File: config.mk
export PLATFORM = sky130hd
export DESIGN_NAME = mbus_spi_regs
export DESIGN_NICKNAME = d
export VERILOG_FILES = /design/src/rtl/mbus_spi_regs.sv
export SDC_FILE = /design/constraint.sdc
export NUM_CORES = 1
export LEC_CHECK = 0
export CAP_MARGIN = 20
export CORE_MARGIN = 2
export CORE_UTILIZATION = 43
export DETAILED_ROUTE_END_ITERATION = 10
export PLACE_DENSITY = 0.75
export SYNTH_ARGS = -nofsm -noshare
export SYNTH_HDL_FRONTEND = slang
export SYNTH_SLANG_ARGS = --single-unit
File: constraint.sdc
create_clock -name clk -period 1.77 [get_ports clk]
set_clock_uncertainty 0.05 [all_clocks]
set_input_delay 0.354 -clock clk [delete_from_list [all_inputs] [get_ports clk]]
set_output_delay 0.354 -clock clk [all_outputs]
set_load 0.005 [all_outputs]
File: src/rtl/mbus_spi_regs.sv
module mbus_spi_regs #(
  parameter logic [7:0] BASE_HI     = 8'hC0,
  parameter logic [3:0] REG_PAGE    = 4'h8,
  parameter int         SYNC_STAGES = 2
) (
  input  logic       clk,
  input  logic       rst,
  input  logic [7:0] addr_hi,
  input  logic [7:0] ad_i,
  output logic [7:0] ad_o,
  output logic       ad_oe,
  input  logic       ale_n,
  input  logic       psen_n,
  input  logic       rd_n,
  input  logic       wr_n,
  input  logic       done_i,
  input  logic       busy_i,
  input  logic       err_i,
  input  logic       tx_load_i,
  input  logic       rx_valid_i,
  input  logic [7:0] rx_data_i,
  output logic       spien_o,
  output logic       start_o,
  output logic [1:0] clkdiv_o,
  output logic       cpha_o,
  output logic       cpol_o,
  output logic       rcv_cpol_o,
  output logic [7:0] ss_sel_o,
  output logic [7:0] tx_data_o,
  output logic       int_n_o,
  output logic       xmit_empty_o,
  output logic       rcv_full_o
);

  localparam logic [3:0] OFF_STAT = 4'h0;
  localparam logic [3:0] OFF_CTRL = 4'h4;
  localparam logic [3:0] OFF_SSEL = 4'h8;
  localparam logic [3:0] OFF_TX   = 4'hA;
  localparam logic [3:0] OFF_RX   = 4'hE;

  typedef enum logic [1:0] {S_IDLE, S_DECODE, S_XFER, S_END} cyc_t;

  cyc_t        state;
  logic [3:0]  sq [SYNC_STAGES];
  logic        ale_s, psen_s, rd_s, wr_s;
  logic [7:0]  hi_q, lo_q;
  logic        is_rd;
  logic [7:0]  ctrl_q, ssel_q, tx_q, rx_q;
  logic        xe_q, rf_q, err_q;
  logic [7:0]  rd_mux;

  always_ff @(posedge clk) begin
    if (rst) begin
      for (int i = 0; i < SYNC_STAGES; i++) sq[i] <= 4'hF;
    end else begin
      sq[0] <= {ale_n, psen_n, rd_n, wr_n};
      for (int i = 1; i < SYNC_STAGES; i++) sq[i] <= sq[i-1];
    end
  end
  assign {ale_s, psen_s, rd_s, wr_s} = sq[SYNC_STAGES-1];

  wire [3:0] off     = lo_q[3:0];
  wire       hit     = (hi_q == BASE_HI) && (lo_q[7:4] == REG_PAGE);
  wire       go      = (state == S_DECODE) && hit && (!rd_s || !wr_s);
  wire       wr_fire = go && !wr_s && rd_s;
  wire       rd_done = (state == S_XFER) && is_rd && rd_s && wr_s;
  wire       rx_take = rd_done && (off == OFF_RX);
  wire       pend    = (xe_q && ctrl_q[5]) || (rf_q && !ctrl_q[5]) || err_q;

  always_ff @(posedge clk) begin
    if (rst) begin
      state <= S_IDLE;
      hi_q  <= '0;
      lo_q  <= '0;
      is_rd <= 1'b0;
    end else begin
      unique case (state)
        S_IDLE: if (!ale_s && psen_s) begin
          state <= S_DECODE;
          hi_q  <= addr_hi;
          lo_q  <= ad_i;
        end
        S_DECODE: begin
          if (go) begin
            state <= S_XFER;
            is_rd <= !rd_s;
          end else if (ale_s) begin
            state <= S_IDLE;
          end
        end
        S_XFER: if (rd_s && wr_s) state <= S_END;
        S_END:  if (ale_s) state <= S_IDLE;
        default: state <= S_IDLE;
      endcase
    end
  end

  always_ff @(posedge clk) begin
    if (rst) begin
      ctrl_q <= '0;
      ssel_q <= '0;
      tx_q   <= '0;
    end else if (wr_fire) begin
      case (off)
        OFF_CTRL: ctrl_q <= ad_i;
        OFF_SSEL: ssel_q <= ad_i;
        OFF_TX:   tx_q   <= ad_i;
        default: ;
      endcase
    end
  end

  always_ff @(posedge clk) begin
    if (rst) begin
      xe_q  <= 1'b1;
      rf_q  <= 1'b0;
      err_q <= 1'b0;
      rx_q  <= '0;
    end else begin
      if (wr_fire && off == OFF_TX) xe_q <= 1'b0;
      else if (tx_load_i)           xe_q <= 1'b1;
      if (rx_valid_i) begin
        rf_q <= 1'b1;
        rx_q <= rx_data_i;
      end else if (rx_take) begin
        rf_q <= 1'b0;
      end
      if (err_i) err_q <= 1'b1;
      else if (wr_fire && off == OFF_STAT && !ad_i[6]) err_q <= 1'b0;
    end
  end

  always_comb begin
    case (off)
      OFF_STAT: rd_mux = {done_i, err_q, busy_i, !pend, xe_q, rf_q, 2'b00};
      OFF_CTRL: rd_mux = ctrl_q;
      OFF_SSEL: rd_mux = ssel_q;
      OFF_TX:   rd_mux = tx_q;
      OFF_RX:   rd_mux = rx_q;
      default:  rd_mux = 8'h00;
    endcase
  end

  assign ad_oe        = (state == S_XFER) && is_rd;
  assign ad_o         = ad_oe ? rd_mux : 8'h00;
  assign spien_o      = ctrl_q[7];
  assign start_o      = ctrl_q[5];
  assign clkdiv_o     = ctrl_q[4:3];
  assign cpha_o       = ctrl_q[2];
  assign cpol_o       = ctrl_q[1];
  assign rcv_cpol_o   = ctrl_q[0];
  assign ss_sel_o     = ssel_q;
  assign tx_data_o    = tx_q;
  assign xmit_empty_o = xe_q;
  assign rcv_full_o   = rf_q;
  assign int_n_o      = !(pend && ctrl_q[6]);

  p_drive_needs_hit_r3: assert property (@(posedge clk) disable iff (rst)
    ad_oe |-> hit);

  p_tx_write_clears_r5: assert property (@(posedge clk) disable iff (rst)
    (wr_fire && off == OFF_TX) |=> !xmit_empty_o);

  p_rx_load_r6: assert property (@(posedge clk) disable iff (rst)
    rx_valid_i |=> (rcv_full_o && rx_q == $past(rx_data_i)));

  p_err_sticky_r7: assert property (@(posedge clk) disable iff (rst)
    (err_q && !(wr_fire && off == OFF_STAT)) |=> err_q);

  p_rx_irq_r9: assert property (@(posedge clk) disable iff (rst)
    (rx_valid_i && ctrl_q[6] && !ctrl_q[5] && !wr_fire) |=> !int_n_o);

endmodule

# After elaboration in Yosys (flattened, before gate mapping)
# Memory sizes are Yosys's and may differ from the RTL's.
# Cells that the tools add are included.
[totals]
register_bits = 54
ramBits = 8
in_bits = 35
wordCells = 81
n_memories = 1
[classes]
eq_ne = 11
muxes = 18
bitwise_logic = 2
reduce_logical = 38
[memory_table]
columns = ["name", "depth", "word_bits", "rd", "rd_clocked_by_memory_dff", "write_ports", "line", "text"]
rows = [
  ["sq", 2, 4, 2, 0, 2, "44", "logic [3:0] sq [SYNC_STAGES];"],
]
[op_table]
columns = ["op", "n"]
rows = [
  ["$pmux 8 s5", 1],
  ["$logic_and 1x1->1", 17],
  ["$eq 4x4->1 const B", 4],
  ["$reduce_and 2->1", 6],
  ["$mux 1", 9],
  ["$eq 8x8->1 const B", 1],
  ["$mux 2", 4],
  ["$mux 4", 2],
  ["$mux 8", 1],
  ["$pmux 2 s4", 1],
  ["$logic_not 1->1", 7],
  ["$reduce_bool 2->1", 3],
  ["$eq 2x2->1 const B", 2],
  ["$eq 4x3->1 const B", 1],
  ["$logic_not 4->1", 1],
  ["$logic_or 1x1->1", 3],
  ["$eq 2x1->1 const B", 1],
  ["$logic_not 2->1", 1],
  ["$ne 2x1->1 const B", 1],
  ["$ne 2x2->1 const B", 1],
  ["$or 1x1->1", 2],
]

# Logic depth before layout (Yosys ltp)
# Gate-level depths: netlist (run 1).
[depth]
depth_word = 10
mapped_depth = 6

# Worst setup path before layout (run 1)
# OpenSTA, ideal clock, no wires.
[synth_timing]
path_type = "flip-flop to output port"
start = "register lo_q[0]"
end = "output ad_o[2]"
t_arrival_ns = 1.500
t_required_ns = 1.366
setup_slack_ns = -0.134
path_stages_with_launch = 5
n_path_buf = 1
cell_sequence = "dfxtp_1 -> clkbuf_1 -> nor4_1 -> a22oi_1 -> a21oi_1"
[synth_between]
elab_chain_len = 3
elab_cells_between_ends = 7
cone_classes = "eq/ne: 4; mux: 2; reduce/logical: 1"
[synth_lines]
columns = ["element", "line", "text"]
rows = [
  ["from (decl)", "46", "logic [7:0] hi_q, lo_q;"],
  ["from (signal assigned)", "81", "lo_q <= ad_i;"],
  ["$eq 4x4->1, or another cell as far along", "134", "case (off)"],
  ["$pmux 8 s5 *", "134", ""],
  ["$mux 8 *", "145", "assign ad_o = ad_oe ? rd_mux : 8'h00;"],
  ["to (decl)", "10", "output logic [7:0] ad_o,"],
]
# Mark *: on every way between the ends. The rest lies on a longest branch, timed or not.

# Worst setup path after layout (run 1)
[layout_timing]
start = "register lo_q[1]"
end = "output ad_o[7]"
# Same word-level chain as after synthesis.

==> results.json, run 1 <==
{
  "avgSynthCellArea_um2": 9.426,
  "die_area_um2": 6804,
  "outcome": "finished, violations left",
  "synth_area_um2": 2649,
  "hp-class": "reg2reg",
  "grt_max_degree": 71,
  "clkTransAtPathRegs_ns": 0.06,
  "antenna_found_initial": 0,
  "violations": "setup timing",
  "vdd_drop_max_v": 0.0007046,
  "start_kind": "flop",
  "relSlewSlack_pct": 63.07,
  "via_per_inst": 5.176,
  "max_freq_mhz": 462.4,
  "setup_viol": 36,
  "synthTopCellsByCount": "62 x dfxtp_1, 37 x nand2_1, 34 x nand2b_1",
  "ys_ff_latch": 62,
  "grt_pass1_wl_um": 11450,
  "place_ws_ns": -0.4637,
  "final_nets": 423,
  "dp_hpwl_um": 4949,
  "fillerInstances": 471,
  "core_um2": 5921,
  "gr-total-overflow": 0,
  "grt_pass1_vias": 2312,
  "io_buffers": 69,
  "ctsLongestPathBuffers": 2,
  "maxCapViolations": 0,
  "layout_setup_ws_ns": -0.3925,
  "pin_count": 70,
  "placed_cell_area_um2": 3630,
  "crit_type": "reg2out",
  "vias": 2412,
  "crit_path_end_kind": "primary output",
  "syn2layout_area_growth_pct": 51.25,
  "syn_nets": 316,
  "yosysTopAreaCell": "dfxtp_1",
  "min_period_ns": 2.162,
  "die_w_um": 82.49,
  "synthArstFlopShare_pct": 0,
  "routabilityCongestion": 0.8301,
  "post-route-period-util_pct": 122.2,
  "dp.cells": 435,
  "fin_cells": 466,
  "path_max_fanout": 4,
  "final_util_pct": 67.67,
  "worst-slew-pin-transition_ns": 0.5539,
  "rows": 28,
  "cp.arrival_ns": 1.76,
  "slew_violations": 0,
  "cts-root-buf": "clkbuf_8",
  "drive_above_1_share_pct": 27.62,
  "cp.required_ns": 1.37,
  "stdcell_area_um2": 4006,
  "initial_core_util_pct": 44.74,
  "ys.flop_type": "dfxtp_1",
  "power_per_cell_area_nw_per_um2": 696.2,
  "synth_cells": 281,
  "synth_top_cell_area_share_pct": 46.86,
  "hold_viol_final": 0,
  "cts_buffers": 9,
  "num_antenna_cells": 0,
  "insertion_delay_ns": 0.34,
  "drcViolationCount": 0,
  "first_iter_violations": 167,
  "post-synth-top-count-cell": "dfxtp_1",
  "cts_tree": "built",
  "ant_nets": 0,
  "p_leak_nw": 1.611,
  "wl_um": 7436,
  "cts_sinks": 62,
  "synth_edf_count": 0,
  "ys_types": 35,
  "ys_seq_area_share_pct": 46.86,
  "ys.warnings.count": 0,
  "routedWlPerCell_um": 15.96,
  "grt_usage_pct": 22.84,
  "dr.pass1.iters": 4,
  "fp.dieH_um": 82.49,
  "synthTopCellsByArea": "dfxtp_1 47%, mux2i_1 12%, nand2b_1 8.0%, a21oi_1 5.3%, nand2_1 5.2%",
  "cts_max_level": 3,
  "grt_setup_unrepaired": "true",
  "total_power_mw": 2.789
}
==> metal layers <==
layer / GRT usage, % / vias to the layer above / wire (µm) / share of wire (%)
met5: 0 / - / 0 / 0
li1: - / 1196 / - / -
met4: 7.167 / 0 / 93 / 1.3
met2: 37.18 / 63 / 3729 / 50
met1: 29.18 / 1141 / 3277 / 44
met3: 6.522 / 12 / 336 / 4.5
==> power by group <==
part | internal (mW) | total [mW] | leakage (nW) | switching, mW
Clock | 0.526 | 1.04 | 0.0821 | 0.511
Sequential | 1.43 | 1.45 | 0.509 | 0.0229
Combinational | 0.177 | 0.302 | 1.02 | 0.125
==> critical path, cell delays in order, from the launching register on <==
cell and delay [ns]:
dfxtp_2 0.32, buf_6 0.13, nor4b_4 0.29, buf_6 0.15, buf_4 0.13, a22oi_1 0.07
a21oi_1 0.18, buf_2 0.15
==> worst paths after layout <==
check                            start                  endpoint  slack [ns]  cells past startpoint
setup reg to reg  hi_q[1]$_SDFFE_PP0P_  ss_sel_o[7]$_SDFFE_PP0P_       -0.26                      6
setup / recovery  lo_q[1]$_SDFFE_PP0P_                   ad_o[7]       -0.39                      7
hold reg to reg    sq[0][0]$_SDFF_PP1_       sq[0][4]$_SDFF_PP1_        0.36                      1
hold / removal     sq[0][0]$_SDFF_PP1_       sq[0][4]$_SDFF_PP1_        0.36                      1
==> state kept, by name, indices dropped and copies added, names as in the netlist <==
signal,count
ctrl_q,8
err_q,1
hi_q,8
is_rd,1
lo_q,8
rcv_full_o,1
rx_q,8
sq,8
ss_sel_o,8
state,2
tx_data_o,8
xmit_empty_o,1
==> timing repair <==
| action | in CTS | in global routing |
|---|---|---|
| pin swaps | 24 | 10 |
| setup endpoints to repair | 38 | 38 |
| buffers inserted | 18 | 1 |
| resized for setup | 67 | 13 |
| gates cloned | 0 | 0 |
| hold buffers | 0 | 0 |
==> final cells by class <==
cell class                      instances  area (µm²)  share of cell area, %
Clock buffer                           12       145.1                  3.623
Clock inverter                          2       10.01                 0.2498
Inverter                                5       21.27                 0.5309
Multi-Input combinational cell        194        1395                  34.82
Sequential cell                        62        1262                  31.51
Tap cell                               75       93.84                  2.342
Timing Repair Buffer                  116        1079                  26.92
==> cell usage in the layout, fill, tap and decap left out, types with 3 or more instances in the layout <==
cell	synthesis	routed
nor2_1	8	8
nand2_1	37	37
mux2i_1	32	31
buf_12	0	3
nor4b_4	0	3
buf_6	0	13
inv_1	5	3
clkdlybuf4s50_1	0	58
buf_4	4	31
nand2b_1	34	34
a21oi_1	28	27
a22oi_1	6	6
or2_2	9	9
dfxtp_4	0	4
clkbuf_8	0	10
a222oi_1	8	8
dfxtp_2	0	5
dfxtp_1	62	53
buf_2	3	10
==> stage by stage <==
step,TNS (ns),hold WS [ns]
6_report,-8.610,0.3558
5_1_grt,-10.99,0.3740
4_1_cts,-7.169,0.3608
3_5_place_dp,-7.036,0.3454
3_3_place_gp,-5.892,0.3442
2_1_floorplan,-0.4108,0.3395
==> kinds of logic (layout without fill, tap and decap cells) <==
family / count (synthesis) / count (layout) / synth area share (%)
AND/OR/NAND/NOR: 112 / 112 / 24.66
flip-flops: 62 / 62 / 46.86
AO/OA/AOI/OAI: 50 / 50 / 12.14
multiplexers: 32 / 32 / 12.09
buffers and inverters: 25 / 135 / 4.251
Note: power is estimated with default switching activity, not from simulation.
==> inputs of run 2 (changes only) <==
--- a/config.mk
+++ b/config.mk
@@ -6,7 +6,6 @@
 export NUM_CORES = 1
 export LEC_CHECK = 0
 export CAP_MARGIN = 20
-export CORE_MARGIN = 2
 export CORE_UTILIZATION = 43
 export DETAILED_ROUTE_END_ITERATION = 10
 export PLACE_DENSITY = 0.75
==> run 2 against run 1 <==
Against the previous run:
- the run still ends with setup timing left
- final cell count is 1.1% higher
- count of clock-buffer cells in the layout stayed put
- register-to-register slack better by 0.02 ns
- flip-flop and latch count stayed put
- sequential share of layout area is 0.60 points lower
- utilization is 1.1 points higher
- via count is 4.9% higher
- worst setup slack worse by 0.099 ns
- sequential power hardly changed
- die area is 4.8% lower
- first-iteration DRC count is 22% higher
==> results.json, run 2 (synthesis gave the netlist of run 1 again) <==
{
  "outcome": "finished, violations left",
  "violations": "setup timing",
  "grt_pass1_vias": 2495,
  "drcViolationCount": 0,
  "initial_core_util_pct": 44.74,
  "worst-slew-pin-transition_ns": 0.6238,
  "max_freq_mhz": 442.2,
  "gr-total-overflow": 0,
  "syn2layout_area_growth_pct": 53.71,
  "cts_buffers": 9,
  "hp-class": "reg2reg",
  "clkTransAtPathRegs_ns": 0.06,
  "dr.pass1.iters": 5,
  "seqPwrFrac_pct": 51.3,
  "die_w_um": 80.49,
  "power.share.clock_pct": 36.7,
  "p_leak_nw": 1.640,
  "grt_setup_unrepaired": "true",
  "grt_max_degree": 71,
  "internal_power_mw": 2.154,
  "fillerInstances": 445,
  "ctsLongestPathBuffers": 2,
  "antenna_found_initial": 0,
  "rows": 28,
  "vdd_drop_max_v": 0.0004643,
  "cp.arrival_ns": 1.86,
  "sw_frac_of_total_pct": 23.99,
  "dp_hpwl_um": 4944,
  "multi_input_area_um2": 1415,
  "wl_um": 8027,
  "io_buffers": 69,
  "final_cell_mix": "58 x clkdlybuf4s50_1, 54 x dfxtp_1, 37 x nand2_1",
  "comb_power_share_pct": 12.0,
  "setup_viol": 35,
  "power_per_cell_area_nw_per_um2": 696.1,
  "vias": 2529,
  "hold-worst-slack_ns": 0.3560,
  "final_nets": 428,
  "maxCapViolations": 0,
  "relSlewSlack_pct": 58.33,
  "layout_setup_ws_ns": -0.4916,
  "first_iter_violations": 204,
  "regArea_um2": 1259,
  "tns_ns": -8.916,
  "cts_max_level": 3,
  "slew_violations": 0,
  "cts_tree": "built",
  "post-route-period-util_pct": 127.8,
  "cts_sinks": 62,
  "crit_type": "reg2out",
  "path_max_fanout": 6,
  "start_kind": "flop",
  "hold_viol_final": 0,
  "fp.dieH_um": 80.49,
  "grt_pass1_wl_um": 12510,
  "routabilityCongestion": 0.8313,
  "switching_power_mw": 0.6798,
  "min_period_ns": 2.262,
  "cts_hold_buf": 0,
  "routedWlPerCell_um": 17.04,
  "core_um2": 5921,
  "drive_above_1_share_pct": 29.55,
  "via_per_inst": 5.369,
  "reg2reg_depth": 6,
  "pin_count": 70,
  "cts-root-buf": "clkbuf_8",
  "cp.required_ns": 1.37,
  "num_antenna_cells": 0,
  "insertion_delay_ns": 0.33,
  "ant_nets": 0,
  "final_common_cell": "clkdlybuf4s50_1",
  "grt_usage_pct": 26.12,
  "die_area_um2": 6478,
  "min_path_cells": 1,
  "crit_path_end_kind": "primary output"
}
[run 2: final cells by class]
class,count,area share (%)
Clock inverter,2,0.2459
Multi-Input combinational cell,194,34.76
Sequential cell,62,30.92
Clock buffer,12,3.565
Timing Repair Buffer,121,27.75
Tap cell,75,2.305
Inverter,5,0.4610
[run 2: final timing paths]
check | slack, ns | startpoint | endpoint
worst min-delay path | 0.36 | sq[0][2]$_SDFF_PP1_ | sq[0][6]$_SDFF_PP1_
worst min register to register | 0.36 | sq[0][2]$_SDFF_PP1_ | sq[0][6]$_SDFF_PP1_
worst max register to register | -0.24 | hi_q[2]$_SDFFE_PP0P_ | ss_sel_o[2]$_SDFFE_PP0P_
worst max-delay path | -0.49 | lo_q[2]$_SDFFE_PP0P_ | ad_o[0]
[run 2: per-stage QoR]
stage,total power [mW],instances,area [µm²],util [%],setup slack [ns]
CTS,2.819,470,4051,68.43,-0.4282
detailed placement,1.749,435,3617,61.09,-0.4500
floorplan,1.608,281,2693,-,-0.07527
global placement,1.745,435,3617,61.09,-0.3962
global route,2.926,471,4071,68.77,-0.5293
finish,2.834,471,4071,68.77,-0.4916
[run 2: power by group through the flow]
stage	Sequential (mW)	Combinational, mW	Clock, mW
3_5_place_dp	1.48	0.265	0
2_1_floorplan	1.48	0.132	0
6_report	1.45	0.341	1.04
5_1_grt	1.46	0.362	1.11
3_3_place_gp	1.48	0.262	0
4_1_cts	1.45	0.327	1.04
[run 2: what timing repair did]
item | CTS | global route
resized for setup | 79 | 8
pin swaps | 32 | 9
hold endpoints to repair | 0 | 0
setup buffers | 21 | 1
endpoints found under the setup margin | 37 | 37
[run 2: metal layers]
metal  wire length [µm]  vias up  global-route usage, %
li1                   -     1205                      -
met3                416       21                  6.364
met2               3983      103                  44.41
met1               3437     1200                  31.08
met4                191        0                  11.07
met5                  0        -                      0
[run 2: worst max-delay path, cell delays in order (launching register included)]
cell      delay (ns)
dfxtp_4         0.37
buf_6           0.13
nor4b_4         0.32
buf_4           0.19
buf_6           0.11
a222oi_1        0.09
a21oi_1         0.18
buf_2           0.14
==> inputs of run 3 (changes only) <==
--- a/config.mk
+++ b/config.mk
@@ -8,7 +8,9 @@
 export CAP_MARGIN = 20
 export CORE_UTILIZATION = 43
 export DETAILED_ROUTE_END_ITERATION = 10
+export HOLD_SLACK_MARGIN = 0.02
 export PLACE_DENSITY = 0.75
+export REMOVE_ABC_BUFFERS = 1
 export SYNTH_ARGS = -nofsm -noshare
 export SYNTH_HDL_FRONTEND = slang
 export SYNTH_SLANG_ARGS = --single-unit
==> run 3 against run 2 <==
Against the previous run:
- the run still ends with setup timing left
- highest routed layer unchanged
- utilization decreased by 0.91 points
- register-to-register slack lost 0.06 ns
- worst setup slack improved by 0.11 ns
==> results.json, run 3 (synthesis gave the netlist of run 1 again) <==
{
  "hp-start": "rst",
  "crit_chain": "buf_6 -> nor4b_4 -> buf_4 -> buf_6 -> a222oi_1 -> a21oi_2 -> buf_2",
  "layout_setup_ws_ns": -0.3842,
  "outcome": "finished, violations left",
  "final_nets": 420,
  "wl_um": 7273,
  "crit_buf_inv": 4,
  "rows": 28,
  "r2r_setup_slack_ns": -0.30,
  "setup_viol": 36,
  "final_cell_mix": "58 x clkdlybuf4s50_1, 53 x dfxtp_1, 37 x nand2_1",
  "num_antenna_cells": 0,
  "cpPeakStageDelay_ns": 0.37,
  "syn2layout_area_growth_pct": 51.68,
  "startpoint": "lo_q[1]$_SDFFE_PP0P_",
  "dp.cells": 440,
  "grt_setup_unrepaired": "true",
  "fin_cells": 465,
  "routedWlPerCell_um": 15.64,
  "clkTransAtPathRegs_ns": 0.07,
  "start_kind": "flop",
  "cts-root-buf": "clkbuf_8",
  "r2r-start": "hi_q[1]$_SDFFE_PP0P_",
  "die_w_um": 80.49,
  "cts_sinks": 62,
  "first_iter_violations": 172,
  "routabilityCongestion": 0.8048,
  "slew_violations": 0,
  "cp.required_ns": 1.37,
  "grt_pass1_wl_um": 11580,
  "crit_path_end_kind": "primary output",
  "cts_max_level": 3,
  "drcViolationCount": 0,
  "pin_count": 70,
  "cp.arrival_ns": 1.75,
  "die_area_um2": 6478,
  "ctsLongestPathBuffers": 2,
  "dp_hpwl_um": 4995,
  "path_max_fanout": 5,
  "critPathTopFamily": "buffers and inverters",
  "min_period_ns": 2.154,
  "violations": "setup timing",
  "dr.pass1.iters": 5,
  "max_freq_mhz": 464.2,
  "vias": 2452,
  "insertion_delay_ns": 0.34,
  "initial_core_util_pct": 44.74,
  "worst-slew-pin-transition_ns": 0.5428,
  "gr-total-overflow": 0,
  "fp.dieH_um": 80.49,
  "ant_nets": 0,
  "power_per_cell_area_nw_per_um2": 740.7,
  "drive_above_1_share_pct": 28.46,
  "final_util_pct": 67.86,
  "antenna_found_initial": 0,
  "grt_usage_pct": 23.94,
  "core_um2": 5921,
  "via_per_inst": 5.273,
  "maxCapViolations": 0,
  "post-route-period-util_pct": 121.7,
  "cts_tree": "built",
  "cts_buffers": 9,
  "grt_pass1_vias": 2454,
  "hp-class": "in2reg",
  "cts_hold_buf": 0,
  "grt_max_degree": 29,
  "crit_top_cell": "buf_6",
  "final_common_cell": "clkdlybuf4s50_1",
  "io_buffers": 69,
  "crit_type": "reg2out",
  "hold_viol_final": 0,
  "cp_slowest_cell": "dfxtp_4",
  "p_leak_nw": 1.610,
  "relSlewSlack_pct": 63.82,
  "vdd_drop_max_v": 0.0006131
}
[run 3: cell count changes in the layout (fill, tap and decap cells not counted), moves of 2 or more]
cell and change:
buf_6 -7, a21oi_2 -2, clkinvlp_4 +3, a21oi_1 +2, a22oi_1 +4, clkinv_4 +2, clkbuf_1 -2, a22oi_2 -4
[run 3: routing by layer]
layer / up-vias / part of all wire [%] / global-route usage, %
li1: 1187 / - / -
met1: 1156 / 43 / 27.67
met2: 94 / 50 / 41.10
met3: 15 / 5.6 / 7.955
met4: 0 / 1.6 / 8.036
met5: - / 0 / 0
[run 3: layout make-up]
| class | instances | area (µm²) |
|---|---|---|
| clock buffers | 9 | 123.9 |
| clock inverters | 7 | 75.07 |
| fillers | 468 | 1903 |
| inverters | 5 | 18.77 |
| multi-input cells | 194 | 1395 |
| flip-flops and latches | 62 | 1262 |
| well taps | 75 | 93.84 |
| repair buffers | 113 | 1049 |
[run 3: final timing paths]
kind                                               end  cells after the start
worst max register to register  ctrl_q[2]$_SDFFE_PP0P_                      5
worst min register to register     sq[0][5]$_SDFF_PP1_                      1
worst min-delay path              rx_q[4]$_SDFFE_PP0P_                      2
worst max-delay path                           ad_o[4]                      7
[run 3: through the flow]
step	setup slack (ns)	TNS (ns)	hold WS [ns]	power [mW]	instance area [µm²]
2_1_floorplan	-0.2136	-3.356	0.3395	1.579	2555
3_5_place_dp	-0.4438	-7.481	0.3456	1.749	3635
5_1_grt	-0.4721	-11.52	0.3307	3.094	4018
4_1_cts	-0.4344	-8.402	0.3121	2.986	3943
6_report	-0.3842	-9.451	0.3345	2.976	4018
3_3_place_gp	-0.3991	-6.724	0.3414	1.742	3635
[run 3: repair_timing]
item / CTS / global route
buffers inserted: 6 / 4
pin swaps: 24 / 18
setup endpoints to repair: 37 / 37
resized for setup: 63 / 18
[run 3: power by group]
| part | internal [mW] | total (mW) | switching [mW] | leakage [nW] |
|---|---|---|---|---|
| registers | 1.43 | 1.45 | 0.0257 | 0.509 |
| clock network | 0.650 | 1.23 | 0.580 | 0.0914 |
| logic | 0.173 | 0.294 | 0.121 | 1.01 |
| total | 2.25 | 2.98 | 0.727 | 1.61 |
[run 3: worst register-to-register path: cells and delay by family (launching register included)]
family	cells	cell delay [ns]
mux	1	0.23
buf+inv	1	0.13
simple gates	3	1.25
flops	1	0.32
